## src/rtl/irq_window_pkg.sv

```systemverilog
package irq_window_pkg;

  // Redirection entry bit positions
  localparam int F_DSTAT = 12;
  localparam int F_RIRR  = 14;
  localparam int F_TRIG  = 15;
  localparam int F_MASK  = 16;

  // Index values below the table base
  localparam logic [7:0] IDX_ID    = 8'h00;
  localparam logic [7:0] IDX_VER   = 8'h01;
  localparam logic [7:0] IDX_ARB   = 8'h02;
  localparam logic [7:0] IDX_TABLE = 8'h10;

  typedef enum logic [2:0] {
    SRC_ZERO,
    SRC_SEL,
    SRC_VER,
    SRC_ID,
    SRC_ENTRY,
    SRC_ONES
  } rdSrc_e;

  // Strobes from the control to the datapath
  typedef struct packed {
    logic       rdEn;
    rdSrc_e     rdSrc;
    logic       idWr;
    logic       entryWr;
    logic       hiHalf;
    logic [6:0] entryIdx;
  } winCmd_t;

endpackage

```

## src/rtl/irq_window_ctrl.sv

```systemverilog
module irq_window_ctrl
  import irq_window_pkg::*;
#(
  parameter int         NUM_PINS = 24,
  parameter int         ADDR_W   = 8,
  parameter logic [7:0] SEL_OFF  = 8'h00,
  parameter logic [7:0] WIN_OFF  = 8'h10
) (
  input  logic              clk,
  input  logic              rstN,
  input  logic              busSel,
  input  logic              busWrite,
  input  logic [ADDR_W-1:0] busAddr,
  input  logic [31:0]       busWdata,
  output logic [7:0]        selValue,
  output winCmd_t           cmd
);

  logic [7:0] selReg;
  logic       isSelOff;
  logic       isWinOff;
  logic [7:0] entryNum;
  logic       inTable;

  assign isSelOff = (busAddr[7:0] == SEL_OFF);
  assign isWinOff = (busAddr[7:0] == WIN_OFF);
  assign entryNum = (selReg - IDX_TABLE) >> 1;
  assign inTable  = (selReg >= IDX_TABLE) && (entryNum < 8'(NUM_PINS));
  assign selValue = selReg;

  always_ff @(posedge clk) begin
    if (!rstN) begin
      selReg <= '0;
    end else if (busSel && busWrite && isSelOff) begin
      selReg <= busWdata[7:0];
    end
  end

  always_comb begin
    cmd          = '0;
    cmd.rdSrc    = SRC_ZERO;
    cmd.rdEn     = busSel && !busWrite;
    cmd.hiHalf   = selReg[0];
    cmd.entryIdx = entryNum[6:0];
    if (busSel) begin
      if (isSelOff) begin
        cmd.rdSrc = SRC_SEL;
      end else if (isWinOff) begin
        unique case (selReg)
          IDX_ID: begin
            cmd.rdSrc = SRC_ID;
            cmd.idWr  = busWrite;
          end
          IDX_VER: cmd.rdSrc = SRC_VER;
          IDX_ARB: cmd.rdSrc = SRC_ID;
          default: begin
            if (inTable) begin
              cmd.rdSrc   = SRC_ENTRY;
              cmd.entryWr = busWrite;
            end else begin
              cmd.rdSrc = SRC_ONES;
            end
          end
        endcase
      end
    end
  end

  // the select register keeps exactly the low byte of a select write
  p_sel_store_r1: assert property (@(posedge clk) disable iff (!rstN)
    (busSel && busWrite && isSelOff) |=> (selReg == $past(busWdata[7:0])));

  // accesses off the two decoded offsets raise no strobe
  p_no_strobe_r2: assert property (@(posedge clk) disable iff (!rstN)
    (busSel && !isSelOff && !isWinOff) |-> (!cmd.entryWr && !cmd.idWr));

endmodule

```

## src/rtl/irq_window_regs.sv

```systemverilog
module irq_window_regs
  import irq_window_pkg::*;
#(
  parameter int         NUM_PINS = 24,
  parameter logic [7:0] VERSION  = 8'h11,
  parameter int         PIN_W    = $clog2(NUM_PINS)
) (
  input  logic                clk,
  input  logic                rstN,
  input  winCmd_t             cmd,
  input  logic [7:0]          selValue,
  input  logic [31:0]         busWdata,
  output logic [31:0]         busRdata,
  output logic                busRdValid,
  input  logic [NUM_PINS-1:0] pinPending,
  input  logic                statValid,
  input  logic [PIN_W-1:0]    statPin,
  input  logic                statRemoteIrr,
  input  logic                statDelivery,
  output logic                maskChgValid,
  output logic [PIN_W-1:0]    maskChgPin,
  output logic                maskChgValue,
  output logic                svcReqValid,
  output logic [PIN_W-1:0]    svcReqPin
);

  localparam logic [63:0] RST_ENTRY = 64'(1) << F_MASK;
  localparam logic [31:0] VER_WORD  = {8'h00, 8'(NUM_PINS - 1), 8'h00, VERSION};

  logic [NUM_PINS-1:0][63:0] tblFlat;
  logic [63:0]               curEntry;
  logic [63:0]               mergedEntry;
  logic                      curPending;
  logic [3:0]                idReg;

  // Select the addressed entry without indexing past the table
  always_comb begin
    curEntry   = '0;
    curPending = 1'b0;
    for (int i = 0; i < NUM_PINS; i++) begin
      if (cmd.entryIdx == 7'(i)) begin
        curEntry   = tblFlat[i];
        curPending = pinPending[i];
      end
    end
  end

  // Merge the written half, restore the status bits, clear remote IRR on edge
  always_comb begin
    mergedEntry = cmd.hiHalf ? {busWdata, curEntry[31:0]}
                             : {curEntry[63:32], busWdata};
    mergedEntry[F_DSTAT] = curEntry[F_DSTAT];
    mergedEntry[F_RIRR]  = curEntry[F_RIRR] && mergedEntry[F_TRIG];
  end

  for (genvar g = 0; g < NUM_PINS; g++) begin : gEntry
    logic [63:0] entryQ;
    logic [63:0] entryD;
    logic        wrThis;
    logic        statThis;

    assign wrThis   = cmd.entryWr && (cmd.entryIdx == 7'(g));
    assign statThis = statValid && (statPin == PIN_W'(g));

    always_comb begin
      entryD = entryQ;
      if (wrThis) begin
        entryD = mergedEntry;
      end
      if (statThis) begin
        entryD[F_RIRR]  = statRemoteIrr;
        entryD[F_DSTAT] = statDelivery;
      end
    end

    always_ff @(posedge clk) begin
      if (!rstN) begin
        entryQ <= RST_ENTRY;
      end else begin
        entryQ <= entryD;
      end
    end

    assign tblFlat[g] = entryQ;

    // a bus write never changes delivery status
    p_dstat_keep_r7: assert property (@(posedge clk) disable iff (!rstN)
      (wrThis && !statThis) |=> $stable(entryQ[F_DSTAT]));

    // a bus write never raises remote IRR
    p_rirr_norise_r7: assert property (@(posedge clk) disable iff (!rstN)
      (wrThis && !statThis) |=> !$rose(entryQ[F_RIRR]));

    // an edge-mode entry has remote IRR clear after a bus write
    p_edge_clear_r8: assert property (@(posedge clk) disable iff (!rstN)
      (wrThis && !statThis) |=> (entryQ[F_TRIG] || !entryQ[F_RIRR]));
  end

  always_ff @(posedge clk) begin
    if (!rstN) begin
      idReg <= '0;
    end else if (cmd.idWr) begin
      idReg <= busWdata[27:24];
    end
  end

  // Notifications for the interrupt delivery side
  always_ff @(posedge clk) begin
    if (!rstN) begin
      maskChgValid <= 1'b0;
      maskChgPin   <= '0;
      maskChgValue <= 1'b0;
      svcReqValid  <= 1'b0;
      svcReqPin    <= '0;
    end else begin
      maskChgValid <= cmd.entryWr && (mergedEntry[F_MASK] != curEntry[F_MASK]);
      maskChgPin   <= PIN_W'(cmd.entryIdx);
      maskChgValue <= mergedEntry[F_MASK];
      svcReqValid  <= cmd.entryWr && mergedEntry[F_TRIG] && curPending;
      svcReqPin    <= PIN_W'(cmd.entryIdx);
    end
  end

  // Registered read path
  always_ff @(posedge clk) begin
    if (!rstN) begin
      busRdValid <= 1'b0;
      busRdata   <= '0;
    end else begin
      busRdValid <= cmd.rdEn;
      if (cmd.rdEn) begin
        unique case (cmd.rdSrc)
          SRC_SEL:   busRdata <= {24'h0, selValue};
          SRC_VER:   busRdata <= VER_WORD;
          SRC_ID:    busRdata <= {4'h0, idReg, 24'h0};
          SRC_ENTRY: busRdata <= cmd.hiHalf ? curEntry[63:32] : curEntry[31:0];
          SRC_ONES:  busRdata <= '1;
          default:   busRdata <= '0;
        endcase
      end
    end
  end

  logic [NUM_PINS-1:0] maskVec;
  logic [NUM_PINS-1:0] levelVec;
  always_comb begin
    for (int i = 0; i < NUM_PINS; i++) begin
      maskVec[i]  = tblFlat[i][F_MASK];
      levelVec[i] = tblFlat[i][F_TRIG];
    end
  end

  // the notified mask value matches the stored entry
  p_mask_pulse_r9: assert property (@(posedge clk) disable iff (!rstN)
    maskChgValid |-> (maskChgValue == maskVec[maskChgPin]));

  // a service request only names a level-mode entry
  p_svc_level_r10: assert property (@(posedge clk) disable iff (!rstN)
    svcReqValid |-> levelVec[svcReqPin]);

  // every accepted read returns data in the next cycle
  p_rd_latency_r12: assert property (@(posedge clk) disable iff (!rstN)
    cmd.rdEn |=> busRdValid);

endmodule

```

## src/rtl/irq_window_top.sv

```systemverilog
module irq_window_top
  import irq_window_pkg::*;
#(
  parameter int         NUM_PINS = 24,
  parameter logic [7:0] VERSION  = 8'h11,
  localparam int        PIN_W    = $clog2(NUM_PINS)
) (
  input  logic                clk,
  input  logic                rstN,
  input  logic                busSel,
  input  logic                busWrite,
  input  logic [7:0]          busAddr,
  input  logic [31:0]         busWdata,
  output logic [31:0]         busRdata,
  output logic                busRdValid,
  input  logic [NUM_PINS-1:0] pinPending,
  input  logic                statValid,
  input  logic [PIN_W-1:0]    statPin,
  input  logic                statRemoteIrr,
  input  logic                statDelivery,
  output logic                maskChgValid,
  output logic [PIN_W-1:0]    maskChgPin,
  output logic                maskChgValue,
  output logic                svcReqValid,
  output logic [PIN_W-1:0]    svcReqPin
);

  winCmd_t    cmd;
  logic [7:0] selValue;

  irq_window_ctrl #(
    .NUM_PINS (NUM_PINS),
    .ADDR_W   (8)
  ) uCtrl (
    .clk      (clk),
    .rstN     (rstN),
    .busSel   (busSel),
    .busWrite (busWrite),
    .busAddr  (busAddr),
    .busWdata (busWdata),
    .selValue (selValue),
    .cmd      (cmd)
  );

  irq_window_regs #(
    .NUM_PINS (NUM_PINS),
    .VERSION  (VERSION),
    .PIN_W    (PIN_W)
  ) uRegs (
    .clk           (clk),
    .rstN          (rstN),
    .cmd           (cmd),
    .selValue      (selValue),
    .busWdata      (busWdata),
    .busRdata      (busRdata),
    .busRdValid    (busRdValid),
    .pinPending    (pinPending),
    .statValid     (statValid),
    .statPin       (statPin),
    .statRemoteIrr (statRemoteIrr),
    .statDelivery  (statDelivery),
    .maskChgValid  (maskChgValid),
    .maskChgPin    (maskChgPin),
    .maskChgValue  (maskChgValue),
    .svcReqValid   (svcReqValid),
    .svcReqPin     (svcReqPin)
  );

endmodule

```

## config.mk

```make
export PLATFORM = sky130hd
export DESIGN_NAME = irq_window_top
export DESIGN_NICKNAME = d
export VERILOG_FILES = /design/src/rtl/irq_window_pkg.sv /design/src/rtl/irq_window_ctrl.sv /design/src/rtl/irq_window_regs.sv /design/src/rtl/irq_window_top.sv
export SDC_FILE = /design/constraint.sdc
export NUM_CORES = 2
export LEC_CHECK = 0
export BUFFER_PORTS_ARGS = -buffer_cell sky130_fd_sc_hd__buf_4
export CAP_MARGIN = 5
export CORE_MARGIN = 8
export CORE_UTILIZATION = 45
export CTS_CLUSTER_DIAMETER = 60
export DETAILED_ROUTE_END_ITERATION = 10
export PLACE_DENSITY_LB_ADDON = 0.15
export SETUP_SLACK_MARGIN = 0.2
export SLEW_MARGIN = 40
export SYNTH_ARGS = -nofsm -noshare
export SYNTH_HDL_FRONTEND = slang
export SYNTH_HIERARCHICAL = 1
export SYNTH_SLANG_ARGS = --single-unit
```

## constraint.sdc

```tcl
create_clock -name clk -period 3.4 [get_ports clk]
set_input_delay 0.34 -clock clk [delete_from_list [all_inputs] [get_ports clk]]
set_output_delay 0.34 -clock clk [all_outputs]
set_load 0.05 [all_outputs]
```

## Yosys cells after proc, flatten, opt, wreduce, memory -nomap -nowiden

Index checks and enable logic that the tools add are counted.
W data, S select, Z words.

| word-level totals | value |
|---|---|
| register bits | 1589 |
| input bits | 76 |
| output and inout bits | 46 |
| word-level logic and storage cells | 333 |

| operators by class | value |
|---|---|
| add/sub/neg operators | 1 |
| $lt $le $gt $ge | 2 |
| equal/unequal tests | 55 |
| mux-type cells | 132 |
| reductions and logical operators | 87 |

Operator list:

| operator | count |
|---|---|
| $mux W64 | 25 |
| $mux W15 | 24 |
| $pmux W32 S5 | 1 |
| $mux W1 | 76 |
| $eq A7 B4 Y1 const B | 8 |
| $eq A7 B5 Y1 const B | 8 |
| $logic_and A1 B1 Y1 | 56 |
| $reduce_bool A2 Y1 | 24 |
| $eq A5 B4 Y1 const B | 8 |
| $eq A5 B5 Y1 const B | 8 |
| $mux W32 | 1 |
| $eq A7 B3 Y1 const B | 4 |
| $eq A5 B3 Y1 const B | 4 |
| $logic_not A8 Y1 | 2 |
| $eq A7 B2 Y1 const B | 2 |
| $eq A5 B2 Y1 const B | 2 |
| $mux W5 | 2 |
| $eq A8 B1 Y1 const B | 1 |
| $eq A8 B2 Y1 const B | 1 |
| $eq A8 B5 Y1 const B | 1 |
| $ge A8 B5 Y1 const B | 1 |
| $sub A8 B5 Y8 const B | 1 |
| $eq A7 B1 Y1 const B | 1 |
| $logic_not A7 Y1 | 1 |
| other kinds (13) | 15 |

## Longest topological paths before layout

| depth | value |
|---|---|
| depth in word-level cells | 30 |
| mapped depth | 18 |
| depth with buffers taken out | 12 |

## By module

The synthesis kept the hierarchy.

By module, submodules not included:

| module | times used | cells each | area an instance (um2) | sequential area each (um2) |
|---|---|---|---|---|
| irq_window_regs | 1 | 8138 | 68949.9 | 31650.4 |
| irq_window_ctrl | 1 | 75 | 591.8 | 160.2 |

## Least setup slack after synthesis

Ideal clock, no wire load.

| path | value |
|---|---|
| path type | register to register |
| from | register uCtrl.selReg[4], in the netlist uCtrl/selValue[4] |
| to | register uRegs.gEntry[7].entryQ[51] |
| setup time | 134 ps |
| data arrival time | 3225 ps |
| data required time | 3266 ps |
| path slack | 41 ps |
| cell stages (with the launch flop) | 18 |
| buffers on the path | 6 |
| clock period less this slack | 3359 ps |
| path through | dfxtp_1 -> inv_1 -> ha_1 -> xor2_1 -> buf_6 -> or3b_1 -> buf_2 -> buf_6 -> buf_6 -> buf_6 -> a2111o_1 -> nand3_1 -> o211ai_1 -> o32ai_2 -> nor2_1 -> a21oi_4 -> buf_6 -> a211oi_1 |

RTL lines:

| what | RTL line | RTL |
|---|---|---|
| start, declared | irq_window_ctrl.sv:19 | `logic [7:0] selReg;` |
| start signal, assigned | irq_window_ctrl.sv:35 | `selReg <= busWdata[7:0];` |
| end signal, assigned | irq_window_regs.sv:80 | `entryQ <= entryD;` |
| end, declared | irq_window_regs.sv:57 | `logic [63:0] entryQ;` |

==> flow_results.xml <==
<?xml version="1.0" encoding="UTF-8"?>
<metrics>
  <group name="layout">
    <metric name="most-common-layout-cells" unit="">sky130_fd_sc_hd__dfxtp_1, sky130_fd_sc_hd__o21ai_0, sky130_fd_sc_hd__buf_4</metric>
    <metric name="finish.net_count" unit="">8949</metric>
    <metric name="sequential_cell_area" unit="µm²">31830</metric>
    <metric name="num-fill-cells" unit="">13540</metric>
    <metric name="multi_input_comb_area" unit="µm²">34980</metric>
    <metric name="final_core_util" unit="%">59.11</metric>
    <metric name="finish.cell_count_without_fillers" unit="">11090</metric>
    <metric name="layout.cells.most_common" unit="">sky130_fd_sc_hd__dfxtp_1</metric>
    <metric name="area_growth_syn_to_layout" unit="%">30.63</metric>
    <metric name="post_route_cells_drive_above_1_share" unit="%">24.54</metric>
    <metric name="finalInstanceArea" unit="µm²">90840</metric>
  </group>
  <group name="synth">
    <metric name="postSynthCellCount" unit="">8213</metric>
    <metric name="ys_async_rst_share" unit="%">0</metric>
    <metric name="number_of_enable_type_register_cells_in_the_synthesized_netlist" unit="">0</metric>
    <metric name="mappedNetlistArea" unit="µm²">69540</metric>
    <metric name="yosys_most_used_dff" unit="">sky130_fd_sc_hd__dfxtp_1</metric>
    <metric name="syn_area_per_cell" unit="µm²">8.467</metric>
    <metric name="yosysSeqAreaShare" unit="%">45.74</metric>
    <metric name="postSynthRegisterBits" unit="">1589</metric>
    <metric name="synthesis.nets" unit="">8291</metric>
    <metric name="synth_cell_types" unit="">107</metric>
    <metric name="synth.yosys.warnings" unit="">6</metric>
  </group>
  <group name="setup_path">
    <metric name="timing.critical_path.arrival" unit="ps">4560</metric>
    <metric name="worst-path-max-fanout" unit="">6</metric>
    <metric name="timing.critical_path.cells" unit="">inv_4 &gt; ha_4 &gt; xor2_1 &gt; buf_4 &gt; buf_4 &gt; or3b_4 &gt; buf_12 &gt; buf_4 &gt; or3_4 &gt; a221oi_4 &gt; buf_4 &gt; nand3_2 &gt; o21ai_2 &gt; buf_6 &gt; o21a_4 &gt; clkbuf_16 &gt; o21ai_2</metric>
    <metric name="timing.setup.critical_path_class" unit="">flip-flop to flip-flop</metric>
    <metric name="cpPeakStageDelay" unit="ps">440</metric>
    <metric name="critical_path.slowest_cell" unit="">sky130_fd_sc_hd__or3b_4</metric>
    <metric name="crit_required" unit="ps">4090</metric>
    <metric name="cpMostUsedCell" unit="">sky130_fd_sc_hd__buf_4</metric>
    <metric name="reg2reg_setup_slack" unit="ps">-470</metric>
    <metric name="end_kind" unit="">flip-flop</metric>
    <metric name="startpoint_type" unit="">flip-flop</metric>
  </group>
  <group name="timing">
    <metric name="transition_time_at_the_pin_with_the_least_slew_margin" unit="ps">934.5</metric>
    <metric name="relSlewSlack" unit="%">37.70</metric>
    <metric name="fin_worst_skew" unit="ps">41.27</metric>
    <metric name="post-route-period-util" unit="%">113.8</metric>
    <metric name="fmax" unit="GHz">0.2584</metric>
    <metric name="timing.setup.tns" unit="ps">-221170</metric>
    <metric name="fin_worst_hold_slack" unit="ps">41.84</metric>
    <metric name="grt_setup_unrepaired" unit="">yes</metric>
    <metric name="setup_violation_total_in_the_final_timing_report" unit="">1453</metric>
    <metric name="hold_viol" unit="">0</metric>
    <metric name="maxSlewViolCount" unit="">0</metric>
    <metric name="layout_setup_ws" unit="ps">-470.2</metric>
    <metric name="final_period_minus_worst_setup_slack" unit="ps">3870</metric>
  </group>
  <group name="power_and_ir_drop">
    <metric name="peakVddDrop" unit="V">0.0004837</metric>
    <metric name="clock_power_share" unit="%">50.1</metric>
    <metric name="power.combinational.fraction" unit="%">2.7</metric>
    <metric name="power_leakage" unit="nW">32.77</metric>
    <metric name="power.internal" unit="mW">30.24</metric>
    <metric name="p_sw_share" unit="%">23.29</metric>
    <metric name="p_seq_share" unit="%">47.3</metric>
    <metric name="power_density" unit="nW/µm²">433.9</metric>
    <metric name="fin_total_pwr" unit="mW">39.42</metric>
    <metric name="netSwitchingPower" unit="mW">9.181</metric>
  </group>
  <group name="route">
    <metric name="detail_route.wirelength" unit="µm">388400</metric>
    <metric name="via_count" unit="">75680</metric>
    <metric name="drt-initial-drc-count" unit="">11920</metric>
    <metric name="antenna_left" unit="">0</metric>
    <metric name="drt-wirelength-per-cell" unit="µm">35.03</metric>
    <metric name="detail_route.first_pass.iterations" unit="">9</metric>
    <metric name="post-route-drc-count" unit="">0</metric>
    <metric name="routed_via_count_divided_by_cell_count" unit="">6.825</metric>
  </group>
  <group name="run_status">
    <metric name="violated_checks" unit="">negative setup slack</metric>
    <metric name="status" unit="">complete, but fails checks</metric>
  </group>
  <group name="grt">
    <metric name="first_pass_grt_wire_length" unit="µm">526600</metric>
    <metric name="gr-max-usage-layer" unit="">met2</metric>
    <metric name="pin_count_of_the_biggest_net_entering_global_routing" unit="">164</metric>
    <metric name="grtUsageMet2" unit="%">61.17</metric>
    <metric name="number_of_global_route_vias_before_repair" unit="">68120</metric>
    <metric name="grt.total_usage" unit="%">43.20</metric>
    <metric name="grtUsageMet3" unit="%">14.77</metric>
    <metric name="globalRoute.totalOverflow" unit="">0</metric>
    <metric name="groute.layer.met1.usage" unit="%">53.19</metric>
    <metric name="number_of_antenna_violations_at_the_first_check_in_global_routing" unit="">38</metric>
  </group>
  <group name="cts">
    <metric name="clock_path_buffers" unit="">3</metric>
    <metric name="cts_max_level" unit="">4</metric>
    <metric name="clock_tree.root_cell" unit="">sky130_fd_sc_hd__clkbuf_16</metric>
    <metric name="cts.reportedPaths.clkPinSlew" unit="ps">60</metric>
    <metric name="cts_tree" unit="">yes</metric>
    <metric name="clock_sink_count" unit="">1589</metric>
    <metric name="cts_inserted_buffers" unit="">176</metric>
    <metric name="clk-insertion-delay-late" unit="ps">830</metric>
  </group>
  <group name="place">
    <metric name="detailed_place.area" unit="µm²">80750</metric>
    <metric name="dp_cells" unit="">10560</metric>
    <metric name="dp_worst_setup_slack" unit="ps">-754.4</metric>
    <metric name="gpl.final_weighted_congestion" unit="">1.088</metric>
    <metric name="count_of_port_buffers_added_during_placement" unit="">121</metric>
    <metric name="hpwlAfterDp" unit="µm">263500</metric>
  </group>
  <group name="flow_run">
    <metric name="timing.max_cap.violations" unit="">0</metric>
  </group>
  <group name="floorplan">
    <metric name="start_util" unit="%">45.25</metric>
    <metric name="core_region_area" unit="µm²">153700</metric>
    <metric name="floorplan.die_area" unit="µm²">167400</metric>
    <metric name="die_w" unit="µm">409.1</metric>
    <metric name="die_y" unit="µm">409.1</metric>
    <metric name="io-pin-count" unit="">122</metric>
    <metric name="fp-row-count" unit="">144</metric>
  </group>
  <group name="hold_path">
    <metric name="min_path_type" unit="">input pin to flip-flop</metric>
  </group>
</metrics>
[path summary, 6_finish.rpt]
check	from	depth (start not counted)	end
worst max-delay path	uCtrl/selValue[4]	17	uRegs/gEntry[13].entryQ[49]
worst min register to register	uRegs/busRdata[30]	2	uRegs/busRdata[30]
worst min-delay path	statValid	5	uRegs/gEntry[2].entryQ[12]
worst max register to register	uCtrl/selValue[4]	17	uRegs/gEntry[13].entryQ[49]
[power by group through the flow]
stage               logic [mW]  clock network (mW)  registers [mW]
global route              1.06                20.5            18.6
floorplan                0.448                   0            19.1
CTS                      0.966                19.7            18.6
global placement         0.909                   0            19.0
detailed placement       0.917                   0            19.0
finish                    1.05                19.7            18.6
[Yosys cell counts, types with 26 or more instances]
| master | instances | area (µm²) |
|---|---|---|
| sky130_fd_sc_hd__o21a_1 | 63 | 473.0 |
| sky130_fd_sc_hd__o21ai_0 | 1256 | 6286 |
| sky130_fd_sc_hd__a21oi_1 | 808 | 4044 |
| sky130_fd_sc_hd__o22ai_1 | 107 | 669.4 |
| sky130_fd_sc_hd__buf_4 | 77 | 578.1 |
| sky130_fd_sc_hd__a31oi_1 | 87 | 544.3 |
| sky130_fd_sc_hd__a211oi_1 | 261 | 1959 |
| sky130_fd_sc_hd__o32ai_1 | 33 | 289.0 |
| sky130_fd_sc_hd__o31ai_1 | 34 | 255.2 |
| sky130_fd_sc_hd__nand2b_1 | 29 | 181.4 |
| sky130_fd_sc_hd__o2bb2ai_1 | 40 | 350.3 |
| sky130_fd_sc_hd__nor2_1 | 527 | 1978 |
| sky130_fd_sc_hd__buf_2 | 181 | 905.9 |
| sky130_fd_sc_hd__mux2_2 | 60 | 675.7 |
| sky130_fd_sc_hd__nor2b_1 | 28 | 175.2 |
| sky130_fd_sc_hd__a22o_1 | 26 | 227.7 |
| sky130_fd_sc_hd__dfxtp_1 | 1589 | 31810 |
| sky130_fd_sc_hd__a221oi_1 | 59 | 516.8 |
| sky130_fd_sc_hd__o21ai_1 | 30 | 150.1 |
| sky130_fd_sc_hd__nand3_1 | 675 | 3378 |
| sky130_fd_sc_hd__o211ai_1 | 49 | 367.9 |
| sky130_fd_sc_hd__mux4_2 | 66 | 1486 |
| sky130_fd_sc_hd__and3_1 | 49 | 306.5 |
| sky130_fd_sc_hd__inv_1 | 27 | 101.4 |
| sky130_fd_sc_hd__nor3_1 | 94 | 470.5 |
| sky130_fd_sc_hd__nand2_1 | 574 | 2155 |
| sky130_fd_sc_hd__a22oi_1 | 119 | 893.4 |
| sky130_fd_sc_hd__o221ai_1 | 39 | 341.6 |
| sky130_fd_sc_hd__clkbuf_1 | 591 | 2218 |
| sky130_fd_sc_hd__nand4_1 | 27 | 168.9 |
| sky130_fd_sc_hd__mux2i_1 | 137 | 1371 |
| sky130_fd_sc_hd__buf_6 | 56 | 630.6 |
| sky130_fd_sc_hd__buf_1 | 34 | 127.6 |
[state kept, by name (all words and copies together) (netlist names)]
register / count
uRegs/gEntry.entryQ: 1536
uRegs/busRdata: 32
uCtrl/selValue: 8
uRegs/svcReqPin: 5
uRegs/idReg: 4
uRegs/busRdValid: 1
uRegs/maskChgValid: 1
uRegs/maskChgValue: 1
uRegs/svcReqValid: 1
[layer usage]
layer | vias to the layer above | routed length [µm]
li1 | 31480 | -
met1 | 36300 | 138200
met2 | 6054 | 156100
met3 | 1839 | 53890
met4 | 10 | 40120
met5 | - | 141
[cells by family after synthesis]
kind of cell | share of synthesized area [%]
AND/OR/NAND/NOR | 14.35
buffers and inverters | 6.576
XOR/XNOR | 0.03779
flip-flops | 45.74
multiplexers | 5.272
AO/OA/AOI/OAI | 27.99
adder cells (fa/ha/maj) | 0.03598
[layout make-up]
| class | instances | share of cell area, % |
|---|---|---|
| inverters | 30 | 0.1419 |
| clock buffers | 265 | 5.737 |
| diodes | 30 | 0.08264 |
| well taps | 2044 | 2.815 |
| multi-input cells | 5656 | 38.51 |
| clock inverters | 56 | 0.8002 |
| repair buffers | 1418 | 16.87 |
| flip-flops and latches | 1589 | 35.04 |
[repair_timing]
| item | CTS | global route |
|---|---|---|
| setup endpoints to repair | 1539 | 1541 |
| pin swaps | 50 | 102 |
| buffers inserted | 55 | 53 |
| hold buffers | 31 | 1 |
| cloned | 13 | 22 |
| gates resized for setup | 162 | 357 |
| endpoints found under the hold margin | 87 | 1 |
[critical path, delay by kind of cell (launching register included)]
family                   cells  cell delay, ps
buffers and inverters        8            1280
XOR/XNOR                     1             140
adder cells (fa/ha/maj)      1             150
AND/OR/NAND/NOR              3             860
flip-flops                   1             390
AO/OA/AOI/OAI                4             930
(Power assumes the default switching activity.)
